==> src/rtl/tagq_pkg.sv <==
package tagq_pkg;
  typedef enum logic [1:0] {
    WHY_NONE    = 2'd0,
    WHY_QUEUED  = 2'd1,
    WHY_BLOCKED = 2'd2,
    WHY_NOROOM  = 2'd3
  } byp_why_e;
endpackage

==> src/rtl/tagq_bypass_judge.sv <==
module tagq_bypass_judge
  import tagq_pkg::*;
#(
  parameter int TID_W  = 2,
  parameter int FREE_W = 3,
  localparam int NTHR  = 1 << TID_W
) (
  input  logic              arr_valid,
  input  logic [TID_W-1:0]  arr_tid,
  input  logic              buf_empty,
  input  logic [NTHR-1:0]   fwd_blocked,
  input  logic [FREE_W-1:0] fwd_free,
  output logic              go,
  output logic              sched,
  output byp_why_e          why
);
  always_comb begin
    why = WHY_NONE;
    if (arr_valid) begin
      if (!buf_empty)                 why = WHY_QUEUED;
      else if (fwd_blocked[arr_tid])  why = WHY_BLOCKED;
      else if (fwd_free == '0)        why = WHY_NOROOM;
    end
    go    = arr_valid && (why == WHY_NONE);
    sched = arr_valid && !go;
  end
endmodule

==> src/rtl/tagq_kill_mask.sv <==
module tagq_kill_mask #(
  parameter int DEPTH = 4,
  parameter int TID_W = 2,
  parameter int SEQ_W = 16
) (
  input  logic [DEPTH-1:0]            ent_vld,
  input  logic [DEPTH-1:0][TID_W-1:0] ent_tid,
  input  logic [DEPTH-1:0][SEQ_W-1:0] ent_seq,
  input  logic                        sq_valid,
  input  logic [TID_W-1:0]            sq_tid,
  input  logic [SEQ_W-1:0]            sq_seq,
  input  logic                        rm_valid,
  input  logic [TID_W-1:0]            rm_tid,
  input  logic [SEQ_W-1:0]            rm_seq,
  input  logic                        pop_valid,
  output logic [DEPTH-1:0]            keep,
  output logic                        err
);
  logic [DEPTH-1:0] surv_sq, surv_rm, rm_hit, pop_hit;
  logic             rm_found, head_seen;

  always_comb begin
    for (int i = 0; i < DEPTH; i++) begin
      surv_sq[i] = ent_vld[i] &&
                   !(sq_valid && ent_tid[i] == sq_tid && ent_seq[i] > sq_seq);
    end
    rm_hit   = '0;
    rm_found = 1'b0;
    for (int i = 0; i < DEPTH; i++) begin
      if (!rm_found && rm_valid && surv_sq[i] &&
          ent_tid[i] == rm_tid && ent_seq[i] == rm_seq) begin
        rm_hit[i] = 1'b1;
        rm_found  = 1'b1;
      end
    end
    surv_rm   = surv_sq & ~rm_hit;
    pop_hit   = '0;
    head_seen = 1'b0;
    for (int i = 0; i < DEPTH; i++) begin
      if (!head_seen && surv_rm[i]) begin
        head_seen  = 1'b1;
        pop_hit[i] = pop_valid;
      end
    end
    keep = surv_rm & ~pop_hit;
    err  = (rm_valid && !rm_found) || (pop_valid && !head_seen);
  end
endmodule

==> src/rtl/tagq_compact.sv <==
module tagq_compact #(
  parameter int DEPTH = 4,
  parameter int TID_W = 2,
  parameter int SEQ_W = 16,
  localparam int CNT_W = $clog2(DEPTH + 1),
  localparam int IDX_W = $clog2(DEPTH)
) (
  input  logic [DEPTH-1:0]            keep,
  input  logic [DEPTH-1:0][TID_W-1:0] in_tid,
  input  logic [DEPTH-1:0][SEQ_W-1:0] in_seq,
  output logic [DEPTH-1:0][TID_W-1:0] out_tid,
  output logic [DEPTH-1:0][SEQ_W-1:0] out_seq,
  output logic [CNT_W-1:0]            kept_cnt
);
  always_comb begin
    out_tid  = '0;
    out_seq  = '0;
    kept_cnt = '0;
    for (int i = 0; i < DEPTH; i++) begin
      if (keep[i]) begin
        out_tid[kept_cnt[IDX_W-1:0]] = in_tid[i];
        out_seq[kept_cnt[IDX_W-1:0]] = in_seq[i];
        kept_cnt = kept_cnt + 1'b1;
      end
    end
  end
endmodule

==> src/rtl/tagq_bypass_buf.sv <==
module tagq_bypass_buf
  import tagq_pkg::*;
#(
  parameter int DEPTH  = 4,
  parameter int TID_W  = 2,
  parameter int SEQ_W  = 16,
  parameter int FREE_W = 3,
  parameter int BCNT_W = 16,
  localparam int NTHR  = 1 << TID_W,
  localparam int CNT_W = $clog2(DEPTH + 1),
  localparam int IDX_W = $clog2(DEPTH)
) (
  input  logic              clk,
  input  logic              rst_n,
  input  logic              arr_valid,
  input  logic [TID_W-1:0]  arr_tid,
  input  logic [NTHR-1:0]   fwd_blocked,
  input  logic [FREE_W-1:0] fwd_free,
  output logic              byp_go,
  output logic              byp_sched,
  output logic [1:0]        byp_why,
  output logic [BCNT_W-1:0] byp_count,
  input  logic              ins_valid,
  input  logic [TID_W-1:0]  ins_tid,
  input  logic [SEQ_W-1:0]  ins_seq,
  output logic              ins_done,
  output logic              ins_ok,
  input  logic              pop_valid,
  input  logic              rm_valid,
  input  logic [TID_W-1:0]  rm_tid,
  input  logic [SEQ_W-1:0]  rm_seq,
  input  logic              sq_valid,
  input  logic [TID_W-1:0]  sq_tid,
  input  logic [SEQ_W-1:0]  sq_seq,
  output logic              head_valid,
  output logic [TID_W-1:0]  head_tid,
  output logic [SEQ_W-1:0]  head_seq,
  output logic [CNT_W-1:0]  occupancy,
  output logic              err
);
  // stored state
  logic [DEPTH-1:0][TID_W-1:0] tid_q, tid_d, tid_c;
  logic [DEPTH-1:0][SEQ_W-1:0] seq_q, seq_d, seq_c;
  logic [CNT_W-1:0]            cnt_q, cnt_d, kept_cnt;
  logic [BCNT_W-1:0]           bcnt_q, bcnt_d;
  logic                        done_q, ok_q, err_q;
  logic                        ok_d, err_c;
  logic [DEPTH-1:0]            vld, keep;
  byp_why_e                    why;

  always_comb begin
    for (int i = 0; i < DEPTH; i++) vld[i] = CNT_W'(i) < cnt_q;
  end

  tagq_bypass_judge #(.TID_W(TID_W), .FREE_W(FREE_W)) u_judge (
    .arr_valid   (arr_valid),
    .arr_tid     (arr_tid),
    .buf_empty   (cnt_q == '0),
    .fwd_blocked (fwd_blocked),
    .fwd_free    (fwd_free),
    .go          (byp_go),
    .sched       (byp_sched),
    .why         (why)
  );

  tagq_kill_mask #(.DEPTH(DEPTH), .TID_W(TID_W), .SEQ_W(SEQ_W)) u_kill (
    .ent_vld   (vld),
    .ent_tid   (tid_q),
    .ent_seq   (seq_q),
    .sq_valid  (sq_valid),
    .sq_tid    (sq_tid),
    .sq_seq    (sq_seq),
    .rm_valid  (rm_valid),
    .rm_tid    (rm_tid),
    .rm_seq    (rm_seq),
    .pop_valid (pop_valid),
    .keep      (keep),
    .err       (err_c)
  );

  tagq_compact #(.DEPTH(DEPTH), .TID_W(TID_W), .SEQ_W(SEQ_W)) u_pack (
    .keep     (keep),
    .in_tid   (tid_q),
    .in_seq   (seq_q),
    .out_tid  (tid_c),
    .out_seq  (seq_c),
    .kept_cnt (kept_cnt)
  );

  // next state: insert lands behind the compacted survivors
  always_comb begin
    tid_d  = tid_c;
    seq_d  = seq_c;
    cnt_d  = kept_cnt;
    ok_d   = 1'b0;
    if (ins_valid && kept_cnt < CNT_W'(DEPTH)) begin
      tid_d[kept_cnt[IDX_W-1:0]] = ins_tid;
      seq_d[kept_cnt[IDX_W-1:0]] = ins_seq;
      cnt_d = kept_cnt + 1'b1;
      ok_d  = 1'b1;
    end
    bcnt_d = bcnt_q + BCNT_W'(byp_go);
  end

  wire state_en = sq_valid | rm_valid | pop_valid | ins_valid;

  always_ff @(posedge clk or negedge rst_n) begin
    if (!rst_n) begin
      tid_q  <= '0;
      seq_q  <= '0;
      cnt_q  <= '0;
      bcnt_q <= '0;
      done_q <= 1'b0;
      ok_q   <= 1'b0;
      err_q  <= 1'b0;
    end else begin
      if (state_en) begin
        tid_q <= tid_d;
        seq_q <= seq_d;
        cnt_q <= cnt_d;
      end
      if (byp_go) bcnt_q <= bcnt_d;
      done_q <= ins_valid;
      ok_q   <= ok_d;
      err_q  <= err_c;
    end
  end

  assign byp_why    = why;
  assign byp_count  = bcnt_q;
  assign ins_done   = done_q;
  assign ins_ok     = ok_q;
  assign err        = err_q;
  assign occupancy  = cnt_q;
  assign head_valid = cnt_q != '0;
  assign head_tid   = tid_q[0];
  assign head_seq   = seq_q[0];
endmodule

==> config.mk <==
export PLATFORM = sky130hd
export DESIGN_NAME = tagq_bypass_buf
export DESIGN_NICKNAME = d
export VERILOG_FILES = /design/src/rtl/tagq_pkg.sv /design/src/rtl/tagq_bypass_judge.sv /design/src/rtl/tagq_kill_mask.sv /design/src/rtl/tagq_compact.sv /design/src/rtl/tagq_bypass_buf.sv
export SDC_FILE = /design/constraint.sdc
export NUM_CORES = 1
export LEC_CHECK = 0
export BUFFER_PORTS_ARGS = -buffer_cell sky130_fd_sc_hd__buf_2
export CAP_MARGIN = 20
export CORE_ASPECT_RATIO = 0.7
export CORE_UTILIZATION = 25
export DETAILED_ROUTE_END_ITERATION = 12
export PLACE_DENSITY_LB_ADDON = 0.12
export SLEW_MARGIN = 20
export SYNTH_ARGS = -nofsm -noshare
export SYNTH_HDL_FRONTEND = slang
export SYNTH_SLANG_ARGS = --single-unit
export TNS_END_PERCENT = 30
==> constraint.sdc <==
create_clock -name clk -period 7.49 [get_ports clk]
set_input_delay 1.498 -clock clk [delete_from_list [all_inputs] [get_ports clk]]
set_output_delay 1.498 -clock clk [all_outputs]
set_load 0.1 [all_outputs]
==> impl_results.md <==
- Status: complete, no violations
- Startpoint types: input pin
- Met1 track demand over resource: 34.5%
- Syn_nets: 1192
- Starting Density: approximately a quarter
- CP arrival: 6.76 ns
- Critical hold path startpoint: byp_count[15]
- Largest fanout on the critical path: 37
- Register area: between 2000 and 2500 um^2
- Most used cell, CP: inv_1
- WP data required: 7.72 ns
- Core Area: 35800 um^2
- Crit end category: flop
- Filler cells: 3883
- Residual DRC: 0
- Worst path bufs/invs: 8
- Layout cells sized above 1: between 10% and 20%
- Post-route ant nets: 0
- Post-CTS Setup Repair Bufs: 0
- Htree depth: 3
- Mapped Cells: ~1000
- Drt total wl: 41000 um
- Largest net degree at the start of global routing: between 50 and 60
- TritonCTS Sinks: between 90 and 100
- CTS max path bufs: 2
- Final GP Congestion: 0.975
- Via count: 8680
- IO Count: 115
- Gr busiest metal: met1
- M3 GR Usage: 6.18%
- R2R Setup Slk: roughly 1.8 ns
- YS warnings: 0
- Final setup viols: 0
- Worst R2R Start: head_seq[14]
- Async SR Flop Fraction: 100%
- Residual overflow from global routing: 0
- Synth Area per Inst: a little under 9 um^2
- #FFs+latches synth: 94
- Nets: 1264
- Initial antenna violation count: 0
- Post-synth EDFFs: 0
- WHS Endpoint: byp_count[15]
- Die footprint: ~37000 um^2
- CP Class: input pin to flop
- Hold depth: 1
- Final Hold Fails: 0
- Reg2Reg Depth: 19
- CP delay by family, top: buffers and inverters
- Clk slew on worst S/H paths: ~0.07 ns
- Area of the multi-input gates: 6090 um^2
- Synth area leader: dfrtp_1
- WL/cell: 25.5 um
- Max incr delay on CP: 0.54 ns
- Max-slew headroom: 27.7%
- CTS tree: yes
- Sequential area share after synthesis: 25.9%
- Worst-Skew Late Latency: approximately 0.4 ns
- Chip height: 162 um
- Tmin final: approximately 6.5 ns
- Top cell type's share of synthesized area: 25.9%
- CP cell instances: buf_2 -> inv_1 -> ha_1 -> nand4_1 -> a2111oi_0 -> o41a_1 -> or3_1 -> inv_1 -> ha_1 -> inv_1 -> nand3_1 -> nand2_1 -> ha_1 -> inv_1 -> nor4_1 -> buf_4 -> mux2i_4 -> buf_4 -> a21o_1 -> buf_4 -> a311oi_1
- Clock skew: 0.0145 ns
- Top FF cell, synth: dfrtp_1
- Port Buf Inserts: 114
- FP Rows: 58
- First-pass GRT wire length: 60200 um
- Yosys cell types: 70
- Fmax achieved: 0.153 GHz
- Hold crit path type: flop to flop
- Actual slew at the worst max-slew pin: 1.08 ns
- Number of cells upsized or downsized after cts: 0
- Die Span X: around 230 um
- Slew Limit Fails: 0
- Synth-to-Final Area Change: 14.9%
- Cts bufs inserted: 9
- Number of max-cap violations: 0
- Vias in the first global route: 8534
- ANT cells: 0
- Tot GR Track Use: between 20 and 25%
- Drt via density: 5.41
- DRT Pass-1 Iters: 5
- Final worst path period share: 87.2%
- Global Route met2 Usage: between 30% and 40%
- Synthesized area: 9090 um^2
- Crit path max-delay cell type: or3_1
- Iter 0 DRT Violations: about 800
- Root buffer cell: clkbuf_16
- TNS Setup: 0 ns
- CTS Hold Bufs: 0
- DP HPWL: 30300 um
- RSZ-0062 raised after global routing: false
- R2r endpoint: head_seq[14]
- Ranking of synthesized cells by area: dfrtp_1, ha_1, mux2i_1
-- worst max-delay path by stage --
stage | end | slack [ns] | cells past startpoint | startpoint
global placement | head_seq[9] | 0.76 | 21 | sq_seq[15]
finish | head_seq[14] | 0.96 | 21 | sq_seq[15]
CTS | head_seq[14] | 1.10 | 21 | sq_seq[15]
global route | seq_q[21] | 0.59 | 19 | sq_seq[15]
detailed placement | seq_q[20] | 0.67 | 20 | sq_seq[15]
floorplan | byp_count[12] | 0.33 | 9 | arr_tid[0]
-- stage by stage --
stage	hold slack [ns]	instance area, um^2	setup WS, ns	utilization (%)	instances
6_report	0.466	10500	0.956	29.1	1604
5_1_grt	0.490	10500	0.591	29.1	1604
4_1_cts	0.470	10500	1.10	29.1	1604
3_5_place_dp	0.451	10100	0.675	28.3	1588
3_3_place_gp	0.455	10100	0.761	28.3	1588
2_1_floorplan	0.515	9090	0.326	-	1047
-- per-layer routing --
layer  part of all wire, %  wire [um]
met5                     0          0
met2                    39      15900
met3                   7.9       3250
met4                   1.5        596
met1                    52      21200
-- registers in the layout, indices dropped and copies added (netlist names) --
| register | count |
|---|---|
| byp_count | 16 |
| err | 1 |
| head_seq | 16 |
| head_tid | 2 |
| ins_done | 1 |
| ins_ok | 1 |
| occupancy | 3 |
| seq_q | 48 |
| tid_q | 6 |
-- worst reg2reg max path: cells and delay by family (launching register included) --
kind                     cells  cell delay [ns]
multiplexers                 1             0.23
AND/OR/NAND/NOR              5             1.44
flip-flops                   1             0.51
adder cells (fa/ha/maj)      3             0.94
AO/OA/AOI/OAI                4             1.16
buffers and inverters        6             1.31
-- cells in the mapped netlist, types with 4 or more instances --
master,instances
and2_1,21
nand2_1,62
o21ai_0,45
a21o_1,27
nand3_1,24
o311a_1,20
o221ai_1,18
nand2b_1,15
buf_4,20
inv_1,75
a221oi_1,18
nor4_1,21
clkbuf_1,48
xor2_1,49
a32oi_1,18
buf_2,11
nor2_1,48
nor3_1,17
and3_1,22
a311oi_1,12
a211oi_1,26
o21ai_1,4
a31oi_1,19
ha_1,75
mux2i_1,64
xnor2_1,48
a21oi_1,24
nand4_1,26
nor2b_1,5
o21a_1,5
or3_1,10
dfrtp_1,94
-- cell families (layout without fill, tap and decap cells) --
group	Yosys count	in the layout	share of synthesized area, %
xor gates and xnor gates	98	98	9.59
adders and majority gates	75	75	10.3
buffers and inverters	162	239	7.91
AOI/OAI and AO/OA	269	269	22.6
and+or+nand+nor	282	282	16.2
DFF	94	94	25.9
muxes	67	67	7.54
-- final cells by class --
type                       count  share of cell area [%]
inverter                      77                    2.77
clock buffer                   9                    2.16
multi-input combinational    791                    58.3
clock inverter                 7                   0.766
timing repair buffer         146                    7.78
tap                          480                    5.75
sequential                    94                    22.5
-- cell usage in the layout, fill, tap and decap left out, types with 19 or more instances in the layout --
| cell | count |
|---|---|
| and3_1 | 22 |
| dfrtp_1 | 94 |
| buf_4 | 33 |
| a211oi_1 | 26 |
| inv_1 | 75 |
| ha_1 | 75 |
| nor2_1 | 47 |
| nand2_1 | 62 |
| and2_1 | 21 |
| buf_2 | 113 |
| xor2_1 | 49 |
| mux2i_1 | 63 |
| o21ai_0 | 45 |
| nor4_1 | 19 |
| nand4_1 | 26 |
| xnor2_1 | 48 |
| a21o_1 | 27 |
| o311a_1 | 20 |
| a21oi_1 | 24 |
| nand3_1 | 24 |
Power is left out: the tool's default activity adds up to more than one toggle a clock period on the data nets, which glitch-free logic cannot reach.
